<file path="config.mk">
export PLATFORM = sky130hd
export DESIGN_NAME = fdiv_sclk_gen
export DESIGN_NICKNAME = d
export VERILOG_FILES = /design/src/rtl/fdiv_pkg.sv /design/src/rtl/fdiv_phase_acc.sv /design/src/rtl/fdiv_half_cnt.sv /design/src/rtl/fdiv_sclk_gen.sv
export SDC_FILE = /design/constraint.sdc
export NUM_CORES = 1
export LEC_CHECK = 0
export CAP_MARGIN = 20
export CORE_ASPECT_RATIO = 2
export CORE_MARGIN = 3
export CORE_UTILIZATION = 41
export CTS_CLUSTER_SIZE = 8
export DETAILED_ROUTE_END_ITERATION = 10
export GPL_TIMING_DRIVEN = 0
export PLACE_DENSITY = 0.59
export SYNTH_ARGS = -nofsm -noshare
export SYNTH_HDL_FRONTEND = slang
export SYNTH_HIERARCHICAL = 1
export SYNTH_SLANG_ARGS = --single-unit
</file>
<file path="constraint.sdc">
create_clock -name clk_i -period 4.3 [get_ports clk_i]
set_input_delay 0.86 -clock clk_i [delete_from_list [all_inputs] [get_ports clk_i]]
set_output_delay 0.86 -clock clk_i [all_outputs]
set_load 0.01 [all_outputs]
</file>
<file path="src/rtl/fdiv_pkg.sv">
package fdiv_pkg;
  localparam int unsigned DIV_W_DEF  = 22;
  localparam int unsigned FRAC_W_DEF = 8;
endpackage

</file>
<file path="src/rtl/fdiv_phase_acc.sv">
module fdiv_phase_acc #(
  parameter int unsigned FRAC_W = 8
) (
  input  logic              clk_i,
  input  logic              rst_ni,
  input  logic              clear_i,
  input  logic              step_i,
  input  logic [FRAC_W-1:0] frac_i,
  output logic              carry_o
);
  logic [FRAC_W-1:0] acc_q;
  logic [FRAC_W:0]   sum;

  assign sum     = {1'b0, acc_q} + {1'b0, frac_i};
  assign carry_o = sum[FRAC_W];

  always_ff @(posedge clk_i or negedge rst_ni) begin
    if (!rst_ni)      acc_q <= '0;
    else if (clear_i) acc_q <= '0;
    else if (step_i)  acc_q <= sum[FRAC_W-1:0];
  end

  // a wrap must leave a smaller phase than before
  assert_wrap_R4: assert property (@(posedge clk_i) disable iff (!rst_ni)
    (step_i && carry_o && !clear_i) |=> (acc_q < $past(acc_q)));
endmodule

</file>
<file path="src/rtl/fdiv_half_cnt.sv">
module fdiv_half_cnt #(
  parameter int unsigned CNT_W = 15
) (
  input  logic             clk_i,
  input  logic             rst_ni,
  input  logic             clear_i,
  input  logic [CNT_W-1:0] limit_i,
  output logic             hit_o
);
  logic [CNT_W-1:0] cnt_q;

  assign hit_o = (cnt_q == limit_i);

  always_ff @(posedge clk_i or negedge rst_ni) begin
    if (!rst_ni)      cnt_q <= '0;
    else if (clear_i) cnt_q <= '0;
    else if (hit_o)   cnt_q <= '0;
    else              cnt_q <= cnt_q + 1'b1;
  end

  assert_cnt_bound_R3: assert property (@(posedge clk_i) disable iff (!rst_ni)
    !clear_i |-> (cnt_q <= limit_i));
endmodule

</file>
<file path="src/rtl/fdiv_sclk_gen.sv">
module fdiv_sclk_gen
  import fdiv_pkg::*;
#(
  parameter int unsigned DIV_W  = DIV_W_DEF,
  parameter int unsigned FRAC_W = FRAC_W_DEF
) (
  input  logic             clk_i,
  input  logic             rst_ni,
  input  logic             en_i,
  input  logic [DIV_W-1:0] div_val_i,
  output logic             tick_o
);
  localparam int unsigned INT_W = DIV_W - FRAC_W;
  localparam int unsigned CNT_W = INT_W + 1;

  logic [DIV_W-1:0] div_q;
  logic             run_q, tick_q;
  logic             arm, clear, hit, carry, step;
  logic [INT_W-1:0] int_part;
  logic [CNT_W-1:0] limit;

  assign int_part = div_val_i[DIV_W-1:FRAC_W];
  // stable setting and enable; a change re-arms one cycle later
  assign arm      = en_i && (div_val_i == div_q);
  assign clear    = !(arm && run_q);
  assign step     = !clear && hit;
  assign limit    = {1'b0, int_part} + CNT_W'(carry);

  always_ff @(posedge clk_i or negedge rst_ni) begin
    if (!rst_ni) begin
      div_q  <= '0;
      run_q  <= 1'b0;
      tick_q <= 1'b0;
    end else begin
      div_q  <= div_val_i;
      run_q  <= arm;
      tick_q <= step;
    end
  end

  assign tick_o = tick_q;

  generate
    if (FRAC_W > 0) begin : g_frac
      fdiv_phase_acc #(.FRAC_W(FRAC_W)) u_acc (
        .clk_i   (clk_i),
        .rst_ni  (rst_ni),
        .clear_i (clear),
        .step_i  (step),
        .frac_i  (div_val_i[FRAC_W-1:0]),
        .carry_o (carry)
      );
    end else begin : g_int
      assign carry = 1'b0;
    end
  endgenerate

  fdiv_half_cnt #(.CNT_W(CNT_W)) u_cnt (
    .clk_i   (clk_i),
    .rst_ni  (rst_ni),
    .clear_i (clear),
    .limit_i (limit),
    .hit_o   (hit)
  );

  assert_idle_R7: assert property (@(posedge clk_i) disable iff (!rst_ni)
    !en_i |=> !tick_o);
  assert_restart_R6: assert property (@(posedge clk_i) disable iff (!rst_ni)
    (en_i && (div_val_i != div_q)) |=> !tick_o);
  assert_zero_rate_R2: assert property (@(posedge clk_i) disable iff (!rst_ni)
    (run_q && arm && (div_val_i == '0)) |=> tick_o);
  assert_one_wide_R8: assert property (@(posedge clk_i) disable iff (!rst_ni)
    (tick_o && (int_part != '0)) |=> !tick_o);
endmodule

</file>
# After elaboration in Yosys (flattened, before gate mapping)
# Cells that the tools add are included.
[op_classes]
addsub = 3
multipliers = 0
div = 0
order_cmp = 0
n_eq_ne = 3
shifts = 0
muxes = 4
bitwise_logic = 0
reduce_logical = 3
[ops]
columns = ["operator", "count"]
rows = [
  ["$mux 15", 2],
  ["$eq 22x22->1", 1],
  ["$mux 8", 2],
  ["$add 14x1->15", 1],
  ["$add 15x1->15 const B", 1],
  ["$eq 15x15->1", 1],
  ["$add 8x8->9", 1],
  ["$logic_and 1x1->1", 3],
  ["$ne 2x2->1 const B", 1],
]
[totals]
regBits = 47
latch_bits = 0
mem_bits_rw = 0
rom_bits = 0
input_bits = 25
out_inout_bits = 1
wordCells = 18
mem_count = 0

# Depth between registers and ports, before layout
[depth]
ltp_word = 6
ltp_mapped = 23
depth_no_buf = 21

# Hierarchy
# Netlist, hierarchy kept.
[by_module_without_submodules]
columns = ["module", "instances", "cells_per_inst", "area_per_inst_um2", "seq_area_each_um2"]
rows = [
  ["fdiv_sclk_gen", 1, 90, 1126.1, 600.6],
  ["fdiv_half_cnt", 1, 94, 949.7, 375.4],
  ["fdiv_phase_acc", 1, 77, 695.7, 200.2],
]

# Least setup slack after synthesis
# Ideal clock, no wire load.
[synth_path]
kind = "input to register"
startpoint = "input port div_val_i[0]"
endpoint = "register g_frac.u_acc.acc_q[6]"
arrival_ns = 4.883
required_time_ns = 4.169
slack_ns = -0.714
cell_stages = 22
path_cell_list = "ha_1 -> inv_1 -> fa_1 -> nand2b_1 -> a21oi_1 -> o31ai_1 -> o21ai_0 -> ha_1 -> ha_1 -> and3_1 -> nand2_1 -> xnor2_1 -> xnor2_1 -> nand4_1 -> nor4_2 -> buf_2 -> and2_1 -> and4_1 -> buf_2 -> nor2_1 -> a221oi_1 -> nand3_1"
[synth_between]
elab_chain_cells = 5
[synth_rtl]
columns = ["item", "line", "source"]
rows = [
  ["start: declaration", "fdiv_sclk_gen.sv:10", "input logic [DIV_W-1:0] div_val_i,"],
  ["$add 8x8->9", "fdiv_phase_acc.sv:14", "assign sum = {1'b0, acc_q} + {1'b0, frac_i};"],
  ["named net carry", "fdiv_sclk_gen.sv:18", "logic arm, clear, hit, carry, step;"],
  ["$add 14x1->15", "fdiv_sclk_gen.sv:27", "assign limit = {1'b0, int_part} + CNT_W'(carry);"],
  ["named net limit[10]", "fdiv_sclk_gen.sv:20", "logic [CNT_W-1:0] limit;"],
  ["$eq 15x15->1", "fdiv_half_cnt.sv:12", "assign hit_o = (cnt_q == limit_i);"],
  ["named net hit", "fdiv_sclk_gen.sv:18", ""],
  ["$logic_and 1x1->1", "fdiv_sclk_gen.sv:26", "assign step = !clear && hit;"],
  ["named net step", "fdiv_sclk_gen.sv:18", ""],
  ["$ne 2x2->1 (no source line)", "n/a", ""],
  ["end signal: assignment", "fdiv_phase_acc.sv:20", "else if (step_i) acc_q <= sum[FRAC_W-1:0];"],
  ["end: declaration", "fdiv_phase_acc.sv:11", "logic [FRAC_W-1:0] acc_q;"],
]
# The timed path passes the listed nets, and every way through them passes these cells. The select of a mux whose other input is x is not followed.
# A chain may end at the register's enable or synchronous reset.

# Worst setup path in the final report
# Ends and elaborated chain as after synthesis.

==> out/results.ini <==
[pwr]
share_clk_of_total_power_pct=42.3
power.internal_w=0.000754
max-vdd-ir-drop_mv=0.313
p_sw_w=0.000227
finalPower_w=0.000981
pwr-share-seq_pct=46.6
switching_share_pct=23.1
power_density_nw_per_um2=263
combPwrFrac_pct=11.1
p_leak_nw=1.44

[route]
firstDrtPassIters=4
wirelength_mm=7.04
ant_nets=0
avgViaCountPerCell=5.26
wl_per_cell_um=17.5
drc_errors=0
first_iter_violations=81
vias=2115

[worst_setup_path]
cp_slowest_cell=or3b_1
crit_top_cell=ha_4
regToRegStartpoint=g_frac.u_acc/acc_q[0]
crit_path_start=div_val_i[0]
critPathCaptureType=flip-flop
critical_path_arrival_ns=4.58
cp-start-kind=primary input
ff2ff_path_depth=22
worstSetupPathType=primary input to flip-flop
r2r_end=g_frac.u_acc/acc_q[6]
critical-path-top-delay-family=simple AND/OR/NAND/NOR gates
cp.depth=23
cp_slowest_stage_delay_ns=0.36
rrSetupSlack_ns=0.16
crit_chain=buf_8 -> ha_4 -> inv_2 -> fa_2 -> nand2b_4 -> a21oi_4 -> o31ai_2 -> o21ai_2 -> ha_4 -> ha_4 -> and3_4 -> nand2_4 -> xnor2_2 -> xnor2_1 -> nand4_1 -> nor4_4 -> buf_6 -> and2_4 -> and4_4 -> nand2b_4 -> nor3b_4 -> or3b_1 -> nand3_1
critical_path_required_ns=4.52
cp_max_fo=4
endpoint=g_frac.u_acc/acc_q[6]
path_buf_inv=3

[synth]
yosys_warnings=6
synth-seq-cells=47
syn-mean-instance-area_um2=10.6
syn_inst=261
synth_area_um2=2770
synth-main-ff-cell=dfrtp_1
yosysTopAreaCell=dfrtp_1
synth.top_cell.area_share_pct=42.4
synth_cell_types=45
yosysSeqAreaShare_pct=42.4
synth.top_cells.by_count=xnor2_1, dfrtp_1, a211oi_1
synth_edf_count=0
yosys-top-cells-area=dfrtp_1, xnor2_1, ha_1
synth_nets=298
synthArstFlopShare_pct=100
synth.most_common_cell=xnor2_1

[timing]
worst_pin_slew_ns=0.652
finalSetupViolations=2
maxSlewHeadroom_pct=56.1
rsz0062_at_grt=yes
fin_skew_ns=0.00816
slew_violations=0
finalCritPeriodShare_pct=101
fin_ws_ns=-0.0559
hold_viol_final=0
fin_crit_ns=4.36
fmax_mhz=230

[cells_and_area]
seqCellArea_um2=1180
finish.instance_area_um2=3730
multi_input_area_um2=1770
fillCellCount=574
syn_to_final_growth_pct=34.5
fin_nets=352
drive_gt1_share_pct=26.3
diodes=0

[clocking]
hold_buffers=0
ctsLongestPathBuffers=2
clock_sinks=47
cts_tree=done
clock-root-buffer=clkbuf_16
clk_latency_ns=0.29
clk_pin_slew_ns=0.06
cts_buffers=5
cts_max_level=2

[die]
boundaryPins=26
dieArea_um2=7840
die_y_um=122
initial_utilization_pct=43.2
core_area_um2=6410
num_rows=41
die_w_um=64.1

[run]
drv_cap=0

[run_status]
status=complete, but fails checks
failed_checks=negative setup slack

[place]
placement.cell_area_um2=3240
place_congestion=0.811
port_buffers=25
pre_cts_ws_ns=-1.69
dp_hpwl_mm=5.22

[global_route]
grt_pass1_wl_mm=11.7
grt_max_degree=39
grt_remaining_overflow=0
antenna_found_initial=0
grt_usage_pct=19.7
grt_pass1_vias=2256

[hold_path]
hp-class=primary input to async pin

-- power groups by stage --
| stage | registers [W] | clock network (W) | logic (W) |
|---|---|---|---|
| floorplan | 0.000465 | 0 | 0.0000457 |
| global placement | 0.000466 | 0 | 0.0000994 |
| detailed placement | 0.000466 | 0 | 0.000103 |
| CTS | 0.000457 | 0.000429 | 0.000107 |
| global route | 0.000458 | 0.000445 | 0.000119 |
| finish | 0.000457 | 0.000415 | 0.000109 |
-- through the flow --
stage	util [%]	instances	setup TNS (ns)	hold slack, ns
3_3_place_gp	50.3	372	-21.81	0.473
5_1_grt	58.1	402	-0.319	0.446
2_1_floorplan	-	261	-0.686	0.453
3_5_place_dp	50.6	373	-22.18	0.481
6_report	58.1	402	-0.0653	0.437
4_1_cts	56.1	394	-0.0921	0.440
-- sequential cells by signal (all words and copies together), names as in the netlist --
name / cells
tick_o: 1
u_cnt/cnt_q: 15
run_q: 1
g_frac.u_acc/acc_q: 8
div_q: 22
-- timing repair --
action,CTS,global route
pin swaps,14,5
gates resized for setup,39,14
buffers inserted,13,8
endpoints found under the setup margin,24,4
-- cell type report --
| type | instances | share of cell area [%] |
|---|---|---|
| Tap cell | 86 | 2.89 |
| Clock buffer | 8 | 4.20 |
| Multi-Input combinational cell | 201 | 47.4 |
| Inverter | 8 | 0.806 |
| Timing Repair Buffer | 47 | 11.6 |
| Sequential cell | 47 | 31.6 |
| Buffer | 5 | 1.51 |
-- placed cells by master (no fill, tap or decap), types with 4 or more instances in the layout --
cell / netlist / final
buf_6: 1 / 5
nand2_1: 14 / 13
xnor2_2: 2 / 4
buf_4: 0 / 19
ha_4: 0 / 8
clkbuf_16: 0 / 5
xor2_1: 12 / 12
nor3_1: 4 / 4
xnor2_1: 50 / 48
nand4_1: 10 / 10
nand3_1: 9 / 9
nor4_1: 4 / 4
dfrtp_1: 47 / 47
a211oi_1: 18 / 16
o21ai_0: 9 / 6
inv_1: 8 / 6
nor2_1: 13 / 10
clkdlybuf4s50_1: 0 / 18
-- per-layer routing --
metal / track usage, % / part of all wire (%) / vias up
li1: - / - / 1036
met4: 9.14 / 3.7 / 0
met3: 2.29 / 2.1 / 16
met1: 20.2 / 36 / 1024
met2: 38.4 / 58 / 39
met5: 0 / 0 / -
-- how the worst min path moves through the flow --
stage	start	to	slack, ns	cells after the start
2_1_floorplan	g_frac.u_acc/acc_q[3]	g_frac.u_acc/acc_q[3]	0.45	2
3_3_place_gp	g_frac.u_acc/acc_q[4]	g_frac.u_acc/acc_q[4]	0.47	2
3_5_place_dp	g_frac.u_acc/acc_q[3]	g_frac.u_acc/acc_q[3]	0.48	2
4_1_cts	rst_ni	u_cnt/cnt_q[9]	0.44	1
5_1_grt	rst_ni	u_cnt/cnt_q[9]	0.45	1
6_report	rst_ni	u_cnt/cnt_q[9]	0.44	1
-- cells by family after synthesis --
logic type	count (synthesis)	share of synthesized area, %
adders and majority gates	12	5.69
DFF	47	42.4
buffers and inverters	13	2.12
AOI/OAI and AO/OA	40	10.1
xor gates and xnor gates	64	20.8
and+or+nand+nor	82	17.7
muxes	3	1.13
Power figures use the tool's default switching activity.
